`src/rtl/cmp_edge_irq_pkg.sv`:
```
package cmp_edge_irq_pkg;

    localparam int REG_W     = 8;
    localparam int BIT_OFF   = 7;
    localparam int BIT_RSV_H = 6;
    localparam int BIT_LVL   = 5;
    localparam int BIT_FLAG  = 4;
    localparam int BIT_IE    = 3;
    localparam int BIT_RSV_L = 2;
    localparam int MODE_LSB  = 0;
    localparam int MODE_W    = 2;

    typedef enum logic [MODE_W-1:0] {
        EDGE_ANY  = 2'b00,
        EDGE_NONE = 2'b01,
        EDGE_FALL = 2'b10,
        EDGE_RISE = 2'b11
    } edge_mode_e;

    typedef struct packed {
        logic       off;
        logic       ie;
        edge_mode_e mode;
    } ctrl_t;

    // Decide whether a level transition matches the selected mode.
    function automatic logic edge_match(input edge_mode_e mode,
                                        input logic prev_lvl,
                                        input logic cur_lvl);
        logic m;
        unique case (mode)
            EDGE_ANY:  m = prev_lvl ^ cur_lvl;
            EDGE_FALL: m = prev_lvl & ~cur_lvl;
            EDGE_RISE: m = ~prev_lvl & cur_lvl;
            default:   m = 1'b0;
        endcase
        return m;
    endfunction

    // Assemble the status/control read value; reserved bits stay zero.
    function automatic logic [REG_W-1:0] pack_status(input ctrl_t c,
                                                     input logic lvl,
                                                     input logic flag);
        logic [REG_W-1:0] v;
        v                          = '0;
        v[BIT_OFF]                 = c.off;
        v[BIT_LVL]                 = lvl;
        v[BIT_FLAG]                = flag;
        v[BIT_IE]                  = c.ie;
        v[MODE_LSB +: MODE_W]      = c.mode;
        return v;
    endfunction

    // Extract the writable control fields from a write value.
    function automatic ctrl_t unpack_ctrl(input logic [REG_W-1:0] w);
        ctrl_t c;
        c.off  = w[BIT_OFF];
        c.ie   = w[BIT_IE];
        c.mode = edge_mode_e'(w[MODE_LSB +: MODE_W]);
        return c;
    endfunction

endpackage

```
`src/rtl/cmp_sync.sv`:
```
module cmp_sync #(
    parameter int STAGES = 2
) (
    input  logic clk,
    input  logic rst,
    input  logic din,
    input  logic gate_off,
    output logic dout
);
    localparam int LAST = STAGES - 1;

    logic [STAGES-1:0] chain;

    generate
        genvar i;
        for (i = 0; i < STAGES; i++) begin : g_stage
            if (i == 0) begin : g_first
                always_ff @(posedge clk) begin
                    if (rst) chain[i] <= 1'b0;
                    else     chain[i] <= din;
                end
            end else begin : g_next
                always_ff @(posedge clk) begin
                    if (rst) chain[i] <= 1'b0;
                    else     chain[i] <= chain[i-1];
                end
            end
        end
    endgenerate

    // The flops keep sampling while powered down; only the visible level is forced low.
    assign dout = gate_off ? 1'b0 : chain[LAST];

endmodule

```
`src/rtl/cmp_edge_det.sv`:
```
module cmp_edge_det
    import cmp_edge_irq_pkg::*;
(
    input  logic       clk,
    input  logic       rst,
    input  logic       level,
    input  logic       off,
    input  edge_mode_e mode,
    output logic       hit
);
    logic prev_lvl;
    logic off_q;
    logic quiet;

    always_ff @(posedge clk) begin
        if (rst) begin
            prev_lvl <= 1'b0;
            off_q    <= 1'b0;
        end else begin
            prev_lvl <= level;
            off_q    <= off;
        end
    end

    // Blank events while off and in the cycle after the off bit changes state.
    assign quiet = off | off_q;
    assign hit   = ~quiet & edge_match(mode, prev_lvl, level);

endmodule

```
`src/rtl/cmp_ctrl_regs.sv`:
```
module cmp_ctrl_regs
    import cmp_edge_irq_pkg::*;
(
    input  logic             clk,
    input  logic             rst,
    input  logic             wr_en,
    input  logic [REG_W-1:0] wr_data,
    input  logic             hit,
    input  logic             ack,
    output ctrl_t            ctrl,
    output logic             flag
);
    logic clr_req;
    logic unused_wr_bits;

    assign clr_req        = (wr_en & wr_data[BIT_FLAG]) | ack;
    assign unused_wr_bits = ^{wr_data[BIT_RSV_H], wr_data[BIT_LVL], wr_data[BIT_RSV_L]};

    always_ff @(posedge clk) begin
        if (rst) begin
            ctrl <= '{off: 1'b0, ie: 1'b0, mode: EDGE_ANY};
        end else if (wr_en) begin
            ctrl <= unpack_ctrl(wr_data);
        end
    end

    // Set has priority over either clear source.
    always_ff @(posedge clk) begin
        if (rst)          flag <= 1'b0;
        else if (hit)     flag <= 1'b1;
        else if (clr_req) flag <= 1'b0;
    end

endmodule

```
`src/rtl/cmp_edge_irq.sv`:
```
module cmp_edge_irq
    import cmp_edge_irq_pkg::*;
#(
    parameter int SYNC_STAGES = 2
) (
    input  logic             clk,
    input  logic             rst,
    input  logic             wr_en,
    input  logic [REG_W-1:0] wr_data,
    output logic [REG_W-1:0] rd_data,
    input  logic             cmp_in,
    input  logic             glob_ie,
    input  logic             irq_ack,
    output logic             irq
);
    ctrl_t ctrl;
    logic  level;
    logic  flag;
    logic  edge_hit;

    cmp_sync #(.STAGES(SYNC_STAGES)) u_sync (
        .clk      (clk),
        .rst      (rst),
        .din      (cmp_in),
        .gate_off (ctrl.off),
        .dout     (level)
    );

    cmp_edge_det u_edge (
        .clk   (clk),
        .rst   (rst),
        .level (level),
        .off   (ctrl.off),
        .mode  (ctrl.mode),
        .hit   (edge_hit)
    );

    cmp_ctrl_regs u_regs (
        .clk     (clk),
        .rst     (rst),
        .wr_en   (wr_en),
        .wr_data (wr_data),
        .hit     (edge_hit),
        .ack     (irq_ack),
        .ctrl    (ctrl),
        .flag    (flag)
    );

    assign rd_data = pack_status(ctrl, level, flag);
    assign irq     = flag & ctrl.ie & glob_ie;

endmodule

```
`config.mk`:
```
export PLATFORM = sky130hd
export DESIGN_NAME = cmp_edge_irq
export DESIGN_NICKNAME = d
export VERILOG_FILES = /design/src/rtl/cmp_edge_irq_pkg.sv /design/src/rtl/cmp_sync.sv /design/src/rtl/cmp_edge_det.sv /design/src/rtl/cmp_ctrl_regs.sv /design/src/rtl/cmp_edge_irq.sv
export SDC_FILE = /design/constraint.sdc
export NUM_CORES = 1
export LEC_CHECK = 0
export ABC_AREA = 1
export BUFFER_PORTS_ARGS = -buffer_cell sky130_fd_sc_hd__buf_2
export CORE_AREA = 2 2 39 41
export CTS_CLUSTER_DIAMETER = 120
export DETAILED_ROUTE_END_ITERATION = 10
export DIE_AREA = 0 0 41 43
export GPL_ROUTABILITY_DRIVEN = 0
export PLACE_DENSITY = 0.6
export SYNTH_ARGS = -nofsm -noshare
export SYNTH_HDL_FRONTEND = slang
export SYNTH_SLANG_ARGS = --single-unit
```
`constraint.sdc`:
```
create_clock -name clk -period 1.19 [get_ports clk]
set_input_delay 0.238 -clock clk [delete_from_list [all_inputs] [get_ports clk]]
set_output_delay 0.238 -clock clk [all_outputs]
set_load 0.02 [all_outputs]
```
Word level (Yosys, flattened, before mapping)
Index checks and enable logic that the tools add are counted.

Input port bits: 14. Flip-flop bits (word level): 9. Logic and storage cells: 28. Output and inout bits: 9.

Bitwise operators: 12. Reductions and logical operators: 2. Equal/unequal tests: 2. Muxes and demuxes: 4.

Operators with widths (number): 1-bit bitwise AND (6); 2-bit equality test, second input constant (2); 1-bit 2-to-1 mux (3); 1-bit inverter (3); 1-bit case mux with 3 select lines (1); 2-bit logical NOT (1); 1-bit OR (2); 2-bit nonzero test (1); 1-bit bitwise XOR (1).

Longest topological paths before layout
Word-level depth: 6. Mapped depth: 8. Depth with buffers taken out: 8.

Modules after synthesis
From an unflattened synthesis, not the netlist that was laid out.

Cells, all modules: 59. Area, all modules: 411.6 µm².

By module, submodules not included: cmp_ctrl_regs (instances 1, area each 175.2 µm², sequential area each 100.1 µm², cells each 23); cmp_edge_det (instances 1, area each 126.4 µm², sequential area each 40.0 µm², cells each 20); cmp_sync (instances 1, area each 62.6 µm², sequential area each 40.0 µm², cells each 8); cmp_edge_irq (instances 1, area each 47.5 µm², sequential area each 0.0 µm², cells each 8).

Least setup slack after synthesis
Ideal clock, no wire load.

Kind: flip-flop to flip-flop. Start point: reg, netlist name u_regs.ctrl[3]. End point: reg u_regs.flag. Data arrival time: 1113 ps. Data required time: 1124 ps. Stages on the path, launching flop included: 7. Clock period less this slack: 1179 ps. Setup time: 66 ps. Path slack: 11 ps. Path buffers: 0. Path through: dfxtp_1 > nor2_2 > inv_2 > ha_1 > o21bai_1 > nand3_2 > a21oi_2.

Cells in the longest elaborated chain, start to end: 6. Elaborated cells on any way between the ends: 11. Classes of those cells: 3 x mux; 7 x bitwise; 1 x reduce/logical.

RTL lines: 1-bit 2-to-1 mux (*) (line cmp_sync.sv:32) `assign dout = gate_off ? 1'b0 : chain[LAST];`; via level (line cmp_edge_irq.sv:17) `logic level;`; 1-bit inverter (line cmp_edge_irq_pkg.sv:33) `EDGE_FALL: m = prev_lvl & ~cur_lvl;`; 1-bit bitwise AND (line cmp_edge_irq_pkg.sv:33); 1-bit case mux with 3 select lines (*) (line cmp_edge_irq_pkg.sv:31) `unique case (mode)`; 1-bit bitwise AND (*) (line cmp_edge_det.sv:27) `assign hit = ~quiet & edge_match(mode, prev_lvl, level);`; 1-bit 2-to-1 mux / 2-bit nonzero test (equally long branches); to (signal assigned) (line cmp_ctrl_regs.sv:29) `if (rst) flag <= 1'b0;`; to (signal assigned) (line cmp_ctrl_regs.sv:30) `else if (hit) flag <= 1'b1;`; to (signal assigned) (line cmp_ctrl_regs.sv:31) `else if (clr_req) flag <= 1'b0;`; to (decl) (line cmp_ctrl_regs.sv:11) `output logic flag`.

Mark *: on every way through the listed nets, which the timed path passes. The rest lies on a longest branch. A chain may end at the register's enable or synchronous reset.

Final worst setup path
Start point: reg u_sync.chain[1]. End point: out rd_data[5].

Cells in the longest elaborated chain, start to end: 1.

RTL lines: from (decl) (line cmp_sync.sv:12) `logic [STAGES-1:0] chain;`; from (signal, indexed assignment) (line cmp_sync.sv:25) `else chain[i] <= chain[i-1];`; 1-bit 2-to-1 mux (line cmp_sync.sv:32); to (decl) (line cmp_edge_irq.sv:10) `output logic [REG_W-1:0] rd_data,`.

No other way between the ends.

==> flow_summary.ini <==
[global_route]
grt_pass1_wl_mm = 1.14
grt_util_all_layers_pct = 10.3
antenna_found_initial = 0
grt_max_degree = 10
grt.overflow.total = 0
grt_pass1_vias = 308

[layout]
mostFrequentLayoutCell = buf_2
seqCellArea_sq_um = 183
nets = 86
drive_gt1_share_pct = 47.8
final_util_pct = 40.1
area_growth_pct = 31.8
mostFrequentLayoutCells = buf_2, nor2_1, nand2_1, dfxtp_1, inv_1
multi_input_area_sq_um = 189
fillers = 153
fin_cells = 85
design_area_sq_um = 554
diodes = 0

[place]
dp_hpwl_um = 576
dp_slack_ps = -6.37
dp_cells = 81
placed_cell_area_sq_um = 502
port_buffers = 17

[clocking]
cts.sinks = 9
clk_root_buffer_cell = clkbuf_4
h-tree-depth = 1
tritoncts = yes
postCtsSetupRepairBufs = 0
cts_inserted_buffers = 3
clk_latency_ps = 250
clk_pin_slew_ps = 60
clockBufferDepth = 2

[sta]
setup_ws_ps = 23.1
setup_viol = 0
finalClockSkew_ps = 1.33
max_freq_ghz = 0.857
maxSlewViolCount = 0
layout_min_cycle_time_ps = 1170
rsz0062_at_grt = yes
final_hold_viol_count = 0
fin_crit_sh_pct = 98.1

[power_and_ir_drop]
ir_drop_mv = 0.382
total_power_uw = 669
leakage_uw = 0.000265
p_per_area_nw_per_um2 = 1210

[floorplan]
die_y_um = 43
die_area_sq_um = 1760
core_sq_um = 1380
rows = 14
ioPinCount = 23
start_util_pct = 30.4
die_x_um = 41

[detailed_routing]
vias = 353
drc_errors = 0
viasPerCell = 4.15
drt_iter0_markers = 11
first_pass_iters = 4
wl_um = 777
ant_nets = 0
routedWlPerCell_um = 9.14

[worst_setup_path]
worstSetupEndpointType = output port
cp_slowest_cell = dfxtp_2
cp.required_ps = 950
cp_slowest_stage_delay_ps = 320
cp-start-kind = flip-flop
path_class = reg -> out
r2r_setup_slack_ps = 50
crit_arrival_ps = 930
path_cells = inv_2, nor2_4, buf_4, buf_6
cp_max_fo = 2

[logic_synthesis]
synth_xor_xnor_area_share_pct = 0
avgSynthCellArea_sq_um = 8.24
synth_top_family_by_area = simple AND/OR/NAND/NOR gates
netlist_instances = 51
yosys_warnings = 0
muxShareOfSynthArea_pct = 0
synthAdderAreaFrac_pct = 5.95
synth.distinct_cells = 18
synth_seq_cells = 9
ys_seq_area_share_pct = 42.9
synth_compound_area_share_pct = 12.2
synth-simple-area-share_pct = 20.8
syn-cell-area_sq_um = 420

[outcome]
outcome = complete, no violations

[job]
drv_cap = 0

[min_path]
min_path_type = in -> reg
==> cell type report <==
| type | count | share of cell area (%) |
|---|---|---|
| clock buffer | 4 | 4.74 |
| tap | 16 | 3.61 |
| inverter | 8 | 5.42 |
| sequential | 9 | 33.0 |
| multi-input combinational | 29 | 34.1 |
| timing repair buffer | 19 | 19.2 |
==> stage by stage <==
step	setup TNS, ps	hold slack (ps)
2_1_floorplan	0	345
3_3_place_gp	0	390
3_5_place_dp	-6.37	397
4_1_cts	0	179
5_1_grt	-73.6	202
6_report	0	184
==> metal layers <==
metal	vias to the layer above	routed length [um]	track usage (%)
li1	187	-	-
met1	152	312	10.8
met2	12	407	15.9
met3	2	34	1.57
met4	0	22	10.0
met5	-	0	0
==> state kept, by name, summed over array words and instances (netlist names) <==
signal,flops
u_regs.ctrl,4
u_sync.chain,2
u_regs.flag,1
u_edge.off_q,1
u_edge.prev_lvl,1
==> report_power, final <==
part / total [uW] / leakage [uW] / switching (uW) / internal, uW
Sequential: 329 / 0.0000748 / 11.0 / 318
Clock: 232 / 0.0000150 / 103 / 129
Combinational: 107 / 0.000175 / 61.3 / 46.1
==> what timing repair did <==
item,in CTS,in global routing
pin swaps,0,1
hold buffers,0,0
setup endpoints to repair,2,3
gates resized for setup,4,3
==> synthesized netlist by cell type <==
master	n	area, sq um
a211oi_2	2	25.0
a21oi_1	2	10.0
a21oi_2	1	8.76
and3_1	1	6.26
buf_2	1	5.00
buf_4	5	37.5
conb_1	1	3.75
dfxtp_1	9	180
ha_1	2	25.0
inv_1	6	22.5
inv_2	2	7.51
nand2_1	7	26.3
nand3_1	1	5.00
nand3_2	1	10.0
nand3b_1	1	7.51
nor2_1	7	26.3
nor2_2	1	6.26
o21bai_1	1	7.51
==> cell families (layout without fill, tap and decap cells) <==
kind of cell | Yosys count | in the layout
AOI/OAI and AO/OA | 6 | 6
adders and majority gates | 2 | 2
buffers and inverters | 14 | 31
DFF | 9 | 9
other | 1 | 2
and+or+nand+nor | 19 | 19
==> worst paths after layout <==
check,cells after the start,startpoint,endpoint
setup reg to reg,7,u_sync.chain[1],u_regs.flag
setup / recovery,4,u_sync.chain[1],rd_data[5]
hold / removal,3,cmp_in,u_sync.chain[0]
hold reg to reg,2,u_sync.chain[0],u_sync.chain[1]
==> worst max-delay path, delay by kind of cell (launching register included) <==
| kind | cells | cell delay (ps) |
|---|---|---|
| simple gates | 1 | 100 |
| flops | 1 | 320 |
| buf+inv | 3 | 260 |
(Power assumes the default switching activity.)
